`src/rtl/spread_pkg.sv`:
```
package spread_pkg;

  // Width of the spreading-code register, which is also the bit width of each lane
  localparam int CODE_W = 8;

  typedef logic [CODE_W-1:0] code_t;

  typedef enum logic [1:0] {
    PH_IDLE   = 2'd0,
    PH_SPREAD = 2'd1,
    PH_SEND   = 2'd2
  } phase_t;

  // One step of the code generator: shift towards the top, feed the parity of the tapped stages into bit 0
  function automatic code_t code_step(code_t s, code_t taps);
    return {s[CODE_W-2:0], ^(s & taps)};
  endfunction

  // A single spread chip
  function automatic logic spread_chip(logic d, logic c);
    return d ^ c;
  endfunction

endpackage

```
`src/rtl/code_lfsr.sv`:
```
module code_lfsr
  import spread_pkg::*;
#(
  parameter code_t SEED = 8'hA5,
  parameter code_t TAPS = 8'h47
) (
  input  logic  clk,
  input  logic  rst_n,
  input  logic  load_i,
  input  logic  step_i,
  output code_t code_o
);

  code_t state_q;

  always_ff @(posedge clk or negedge rst_n) begin
    if (!rst_n) begin
      state_q <= SEED;
    end else if (load_i) begin
      state_q <= SEED;
    end else if (step_i) begin
      state_q <= code_step(state_q, TAPS);
    end
  end

  // All stages are read in parallel as the code word of the current step
  assign code_o = state_q;

endmodule

```
`src/rtl/lane_accum.sv`:
```
module lane_accum #(
  parameter int SUM_W = 4
) (
  input  logic             clk,
  input  logic             rst_n,
  input  logic             clr_i,
  input  logic             en_i,
  input  logic             chip_i,
  output logic [SUM_W-1:0] sum_o
);

  logic [SUM_W-1:0] acc_q;

  always_ff @(posedge clk or negedge rst_n) begin
    if (!rst_n) begin
      acc_q <= '0;
    end else if (clr_i) begin
      acc_q <= '0;
    end else if (en_i) begin
      acc_q <= acc_q + SUM_W'(chip_i);
    end
  end

  assign sum_o = acc_q;

endmodule

```
`src/rtl/sum_serializer.sv`:
```
module sum_serializer #(
  parameter int LANES  = 4,
  parameter int SUM_W  = 4,
  parameter int LSEL_W = 2
) (
  input  logic [LANES-1:0][SUM_W-1:0] sums_i,
  input  logic [LSEL_W-1:0]           lane_sel_i,
  input  logic                        active_i,
  output logic [SUM_W-1:0]            sum_o,
  output logic                        valid_o,
  output logic                        sow_o
);

  always_comb begin
    sum_o   = '0;
    valid_o = active_i;
    sow_o   = active_i && (lane_sel_i == '0);
    if (active_i) begin
      sum_o = sums_i[lane_sel_i];
    end
  end

endmodule

```
`src/rtl/spread_bus_encoder.sv`:
```
module spread_bus_encoder
  import spread_pkg::*;
#(
  parameter int    LANES = 4,
  parameter code_t SEED  = 8'hA5,
  parameter code_t TAPS  = 8'h47,
  localparam int   LANE_W = CODE_W,
  localparam int   WORD_W = LANES * LANE_W,
  localparam int   SUM_W  = $clog2(LANE_W + 1),
  localparam int   CIDX_W = $clog2(LANE_W),
  localparam int   LSEL_W = (LANES > 1) ? $clog2(LANES) : 1,
  localparam int   CODE_STRIDE = CODE_W / LANES
) (
  input  logic              clk,
  input  logic              rst_n,
  input  logic [WORD_W-1:0] in_data,
  input  logic              in_valid,
  output logic              in_ready,
  output logic [SUM_W-1:0]  code_sum,
  output logic              code_valid,
  output logic              code_sow
);

  phase_t              phase_q;
  logic [CIDX_W-1:0]   chip_idx_q;
  logic [LSEL_W-1:0]   lane_idx_q;
  logic [WORD_W-1:0]   word_q;
  code_t               code;

  // Named events for the checker
  logic accept_evt;
  logic spread_done_evt;
  logic send_done_evt;
  logic spreading;
  logic sending;

  assign in_ready        = (phase_q == PH_IDLE);
  assign accept_evt      = in_valid && in_ready;
  assign spreading       = (phase_q == PH_SPREAD);
  assign sending         = (phase_q == PH_SEND);
  assign spread_done_evt = spreading && (chip_idx_q == CIDX_W'(LANE_W - 1));
  assign send_done_evt   = sending && (lane_idx_q == LSEL_W'(LANES - 1));

  always_ff @(posedge clk or negedge rst_n) begin
    if (!rst_n) begin
      phase_q    <= PH_IDLE;
      chip_idx_q <= '0;
      lane_idx_q <= '0;
      word_q     <= '0;
    end else begin
      unique case (phase_q)
        PH_IDLE: begin
          if (accept_evt) begin
            phase_q    <= PH_SPREAD;
            chip_idx_q <= '0;
            word_q     <= in_data;
          end
        end
        PH_SPREAD: begin
          chip_idx_q <= chip_idx_q + CIDX_W'(1);
          if (spread_done_evt) begin
            phase_q    <= PH_SEND;
            lane_idx_q <= '0;
          end
        end
        PH_SEND: begin
          lane_idx_q <= lane_idx_q + LSEL_W'(1);
          if (send_done_evt) begin
            phase_q <= PH_IDLE;
          end
        end
        default: phase_q <= PH_IDLE;
      endcase
    end
  end

  code_lfsr #(
    .SEED (SEED),
    .TAPS (TAPS)
  ) u_code (
    .clk    (clk),
    .rst_n  (rst_n),
    .load_i (accept_evt),
    .step_i (spreading),
    .code_o (code)
  );

  logic [LANES-1:0][SUM_W-1:0] lane_sums;

  for (genvar l = 0; l < LANES; l++) begin : g_lane
    logic [LANE_W-1:0] lane_bits;
    logic              chip;

    assign lane_bits = word_q[l*LANE_W +: LANE_W];
    assign chip      = spread_chip(lane_bits[chip_idx_q], code[l*CODE_STRIDE]);

    lane_accum #(
      .SUM_W (SUM_W)
    ) u_acc (
      .clk    (clk),
      .rst_n  (rst_n),
      .clr_i  (accept_evt),
      .en_i   (spreading),
      .chip_i (chip),
      .sum_o  (lane_sums[l])
    );
  end

  sum_serializer #(
    .LANES  (LANES),
    .SUM_W  (SUM_W),
    .LSEL_W (LSEL_W)
  ) u_ser (
    .sums_i     (lane_sums),
    .lane_sel_i (lane_idx_q),
    .active_i   (sending),
    .sum_o      (code_sum),
    .valid_o    (code_valid),
    .sow_o      (code_sow)
  );

endmodule

```
`config.mk`:
```
export PLATFORM = sky130hd
export DESIGN_NAME = spread_bus_encoder
export DESIGN_NICKNAME = d
export VERILOG_FILES = /design/src/rtl/spread_pkg.sv /design/src/rtl/code_lfsr.sv /design/src/rtl/lane_accum.sv /design/src/rtl/sum_serializer.sv /design/src/rtl/spread_bus_encoder.sv
export SDC_FILE = /design/constraint.sdc
export NUM_CORES = 1
export LEC_CHECK = 0
export BUFFER_PORTS_ARGS = -buffer_cell sky130_fd_sc_hd__buf_4
export CORE_MARGIN = 4
export CORE_UTILIZATION = 55
export CTS_BUF_LIST = sky130_fd_sc_hd__clkbuf_2 sky130_fd_sc_hd__clkbuf_4 sky130_fd_sc_hd__clkbuf_8
export DETAILED_ROUTE_END_ITERATION = 16
export PLACE_DENSITY = 0.77
export REMOVE_ABC_BUFFERS = 1
export SYNTH_ARGS = -nofsm -noshare
export SYNTH_HDL_FRONTEND = slang
export SYNTH_HIERARCHICAL = 1
export SYNTH_SLANG_ARGS = --single-unit
```
`constraint.sdc`:
```
create_clock -name clk -period 3.75 [get_ports clk]
set_input_delay 0.75 -clock clk [delete_from_list [all_inputs] [get_ports clk]]
set_output_delay 0.75 -clock clk [all_outputs]
set_load 0.005 [all_outputs]
```
; ---- Yosys cells after proc, flatten, opt, wreduce, memory -nomap -nowiden
; Index checks and enable logic that the tools add are counted.
[totals]
register_bits = 62
in_bits = 35
output_inout_bits = 7
elab_cells = 71
[op_classes]
n_addsub = 6
magnitude_cmp = 2
eq_ne = 7
mux = 29
bitwise_logic = 4
reduce_logical = 14
[ops]
columns = cell, n
row1 = 4-bit 2-to-1 mux, 10
row2 = 4-bit by 1-bit adder with 4-bit output, 4
row3 = 7-bit 2-to-1 mux, 2
row4 = 1-bit binary-select mux with 3-bit select, 4
row5 = 4-bit binary-select mux with 2-bit select, 1
row6 = 2-bit 2-to-1 mux, 4
row7 = 8-bit XOR reduction, 1
row8 = 2-bit one-hot mux with 3 select lines, 1
row9 = 3-bit one-hot mux with 2 select lines, 1
row10 = 2-bit AND reduction, 3
row11 = 2-bit nonzero test, 3
row12 = 2-bit == test (second input constant), 2
row13 = 1-bit logical AND, 4
row14 = 2-bit zero test, 2
row15 = 3-bit by 4-bit less-than comparator with 1-bit output (second input constant), 1
row16 = 1-bit 2-to-1 mux, 4
row17 = 2-bit != test (second input constant), 2
row18 = 2-bit one-hot mux with 2 select lines, 1
row19 = 1-bit bitwise XOR, 4
row20 = 3-bit by 1-bit adder with 3-bit output (second input constant), 1
row21 = 3-bit == test (second input constant), 1
row22 = 2-bit by 3-bit less-than comparator with 1-bit output (second input constant), 1
row23 = 3-bit 2-to-1 mux, 1
row24 = 3-bit AND reduction, 1
row25 = other kinds (3), 3

; ---- Depth between registers and ports, before layout
[logic_depth]
ltp_word = 6
ltp_mapped = 9
ltp_nobuf = 7

; ---- By module
; The synthesis kept the hierarchy.
[by_module_without_submodules]
columns = module, instances, cells_each, area_each_um2
row1 = spread_bus_encoder, 1, 129, 1850.5
row2 = lane_accum, 4, 17, 206.4
row3 = code_lfsr, 1, 29, 366.6
row4 = sum_serializer, 1, 17, 137.6

; ---- Least setup slack after synthesis
; OpenSTA, ideal clock, no wires.
[synth_path]
path_kind = reg-to-reg
start = register chip_idx_q[0]
end = register g_lane[3].u_acc.acc_q[1]
setup_ns = 0.135
arrival_time_ns = 1.979
path_slack_ns = 1.635
stages_incl_launch_ff = 10
path_buffers = 2
cell_sequence = dfrtp_1 > buf_6 > buf_12 > mux2i_1 > mux4_2 > xnor2_1 > ha_1 > ha_1 > mux2i_1 > nor2_1
[synth_via]
elab_chain_len = 6
[synth_rtl]
columns = item, line
row1 = start: declaration, spread_bus_encoder.sv:25  ; logic [CIDX_W-1:0] chip_idx_q;
row2 = start signal: assignment, spread_bus_encoder.sv:60  ; chip_idx_q <= chip_idx_q + CIDX_W'(1);
row3 = 1-bit binary-select mux with 3-bit select, spread_bus_encoder.sv:95  ; assign chip = spread_chip(lane_bits[chip_idx_q], code[l*CODE_STRIDE]);
row4 = 1-bit 2-to-1 mux (implied by the code), spread_bus_encoder.sv:95
row5 = 1-bit bitwise XOR, spread_pkg.sv:21  ; return d ^ c;
row6 = net g_lane[3].chip, spread_bus_encoder.sv:92  ; logic chip;
row7 = 4-bit by 1-bit adder with 4-bit output, lane_accum.sv:20  ; acc_q <= acc_q + SUM_W'(chip_i);
row8 = 4-bit 2-to-1 mux, lane_accum.sv:19  ; end else if (en_i) begin
row9 = 4-bit 2-to-1 mux, lane_accum.sv:17  ; end else if (clr_i) begin
row10 = end signal: assignment, lane_accum.sv:20
row11 = end: declaration, lane_accum.sv:12  ; logic [SUM_W-1:0] acc_q;
; The timed path passes the listed nets, and every way through them passes these cells. The select of a mux whose other input is x is not followed.
; A chain may end at the register's enable or synchronous reset.

; ---- Worst setup path after layout
[layout_path]
start = register chip_idx_q[0]
end = register g_lane[0].u_acc.acc_q[1]
[layout_via]
elab_chain_len = 6
[layout_rtl]
columns = item, line
row1 = 1-bit binary-select mux with 3-bit select, spread_bus_encoder.sv:95
row2 = 1-bit 2-to-1 mux (implied by the code), spread_bus_encoder.sv:95
row3 = 1-bit bitwise XOR, spread_pkg.sv:21
row4 = net g_lane[0].chip, spread_bus_encoder.sv:92
row5 = 4-bit by 1-bit adder with 4-bit output, lane_accum.sv:20
row6 = 4-bit 2-to-1 mux, lane_accum.sv:19
row7 = 4-bit 2-to-1 mux, lane_accum.sv:17
row8 = end signal: assignment, lane_accum.sv:20
row9 = end: declaration, lane_accum.sv:12
; The timed path passes the listed nets, and every way through them passes these cells. The select of a mux whose other input is x is not followed.

==> summary.md <==
| Metric | Value |
|---|---|
| Status | `complete, no violations` |
| Fillers | `403` |
| CTS Buf Count | `9` |
| Cts hold-fix bufs | `0` |
| Vias per cell | `5.48` |
| GP Congestion | `0.740` |
| Crit-path slowest cell | `dfrtp_1` |
| MaxCap Viol Count | `0` |
| Crit-path cells | `mux4_1 > xnor2_1 > ha_1 > ha_1 > mux2i_1 > nor2_1` |
| Final wirelength | `5570 um` |
| Slew @ Worst Pin | `766 ps` |
| WL/cell | `15.5 um` |
| Pwr dens | `894 mW/mm2` |
| Remaining antenna violation count | `0` |
| Min-Delay Path Class | `in -> async` |
| DIE WIDTH | `83.6 um` |
| Met1 WL | `2650 um` |
| Clk slew on worst S/H paths | `70 ps` |
| PortBufs | `41` |
| Starting DRT DRC Count | `107` |
| H-tree Lvls | `3` |
| DR WL met3 | `251 um` |
| First-pass GRT wire length | `9690 um` |
| Core footprint | `0.00551 mm2` |
| Worst-Skew Late Latency | `330 ps` |
| CTS Buffer Depth | `2` |
| Tot GR Track Use | `17.2%` |
| Fin crit period | `2500 ps` |
| Design area | `0.00370 mm2` |
| Initial antenna violation count | `0` |
| Largest net degree at the start of global routing | `64` |
| CTS sink count | `62` |
| RSZ-0062 raised after global routing | `no` |
| WS Path Type | `reg -> reg` |
| DRT Pass-1 Iters | `3` |
| Worst path arrival time | `2690 ps` |
| Post-CTS Setup Bufs | `0` |
| Final Hold Viols | `0` |
| Pleak | `1.75 nW` |
| Share of cells above drive strength 1 | `37.2%` |
| Final setup vio count | `0` |
| CP Data Required Time | `3940 ps` |
| Slew headroom | `49.0%` |
| Total gr overflow | `0` |
| Met2 wire length | `2520 um` |
| Die height | `83.6 um` |
| Top sig layer | `met4` |
| Fin. max-slew vios | `0` |
| Drt drc | `0` |
| Nets | `329` |
| R2R cell count | `6` |
| Synth Warn # | `6` |
| Clk root buf | `clkbuf_8` |
| Max rail drop VDD | `0.466 mV` |
| Final cycle utilization of the critical path | `66.5%` |
| Post_cts resized | `0` |
| Starting Density | `57.0%` |
| Vias | `1,974` |
| Worst path max stage delay | `840 ps` |
| Crit path launch type | `flop` |
| Vias in the first global route | `2,099` |
| Placed Area | `0.00346 mm2` |
| Ports | `42` |
| Crit end category | `flop` |
| Number of core rows | `27` |
| Antenna cells | `0` |
| Layout Utilization | `67.1%` |
| Post-Synthesis Cells | `240` |
| FMAX | `0.401 GHz` |
| Avg Inst Size Synth | `13.1 um2` |
| Footprint of the multi-input gates | `0.00148 mm2` |
| Most Frequent Cell on Critical Path | `ha_1` |
| Area of the die | `0.00698 mm2` |
| Final HPWL DP | `3740 um` |
| Worst Clk Skew | `4.84 ps` |
| Area Overhead vs Synth | `17.8%` |
| Critical Path Fanout Max | `16` |
| Clock tree from TritonCTS | `built` |
| Mapped Area | `0.00314 mm2` |
| FF/Latch Area | `0.00156 mm2` |
cell usage in the layout (no fill, tap or decap), types with 4 or more instances in the layout:
master	instances
nor2_1	20
clkbuf_8	12
mux2_2	32
dfrtp_1	59
xnor2_1	4
nand3b_1	5
a21bo_2	4
o22ai_1	6
mux2i_1	37
buf_4	43
nor2b_1	5
ha_1	11
nand2_1	6
inv_1	4
mux2_4	4
a21oi_1	6
nand4_1	4
state kept, by name, indices dropped and copies added, names as in the netlist:
register and count:
word_q 32, chip_idx_q 3, lane_idx_q 2, g_lane.u_acc/sum_o 16, u_code/code_o 7, phase_q 2
routing by layer:
metal | GRT usage [%] | vias to the layer above
li1 | - | 950
met1 | 22.9 | 970
met2 | 26.0 | 41
met3 | 4.34 | 13
met4 | 9.06 | 0
met5 | 0 | -
metrics by stage:
step | setup TNS (ps) | setup slack (ps) | cells | hold slack, ps | total power [mW]
3_3_place_gp | 0 | 1330 | 344 | 491 | 2.57
2_1_floorplan | -85650 | -1570 | 229 | 454 | 2.32
3_5_place_dp | 0 | 1240 | 344 | 496 | 2.64
5_1_grt | 0 | 1100 | 360 | 521 | 3.59
4_1_cts | 0 | 1240 | 360 | 512 | 3.34
6_report | 0 | 1250 | 360 | 487 | 3.30
cell type report:
| class | count | area share (%) |
|---|---|---|
| tap | 72 | 2.44 |
| sequential | 62 | 42.1 |
| inverter | 4 | 0.406 |
| multi-input combinational | 163 | 39.9 |
| clock buffer | 13 | 4.67 |
| timing repair buffer | 43 | 8.73 |
| clock inverter | 3 | 1.76 |
path summary, 6_finish.rpt:
kind                               start                       end  slack, ps
max in group asynchronous          rst_n                 word_q[3]       2760
min in group clk               word_q[8]                 word_q[8]        510
min reg2reg                    word_q[8]                 word_q[8]        510
max reg2reg                chip_idx_q[0]  g_lane[0].u_acc/sum_o[1]       1250
max                        chip_idx_q[0]  g_lane[0].u_acc/sum_o[1]       1250
min                                rst_n                phase_q[1]        490
critical path, delay by kind of cell, from the launching register on:
family	cells	cell delay, ps
fa+ha+maj	2	490
simple gates	1	60
flops	1	840
xor+xnor	1	160
mux	2	800
where the power goes:
group          switching, mW  total, mW  internal, mW
clock network          0.261      0.696         0.436
logic                  0.543       1.31         0.769
registers              0.293       1.30          1.00
total                   1.10       3.30          2.21
(Power assumes the default switching activity.)
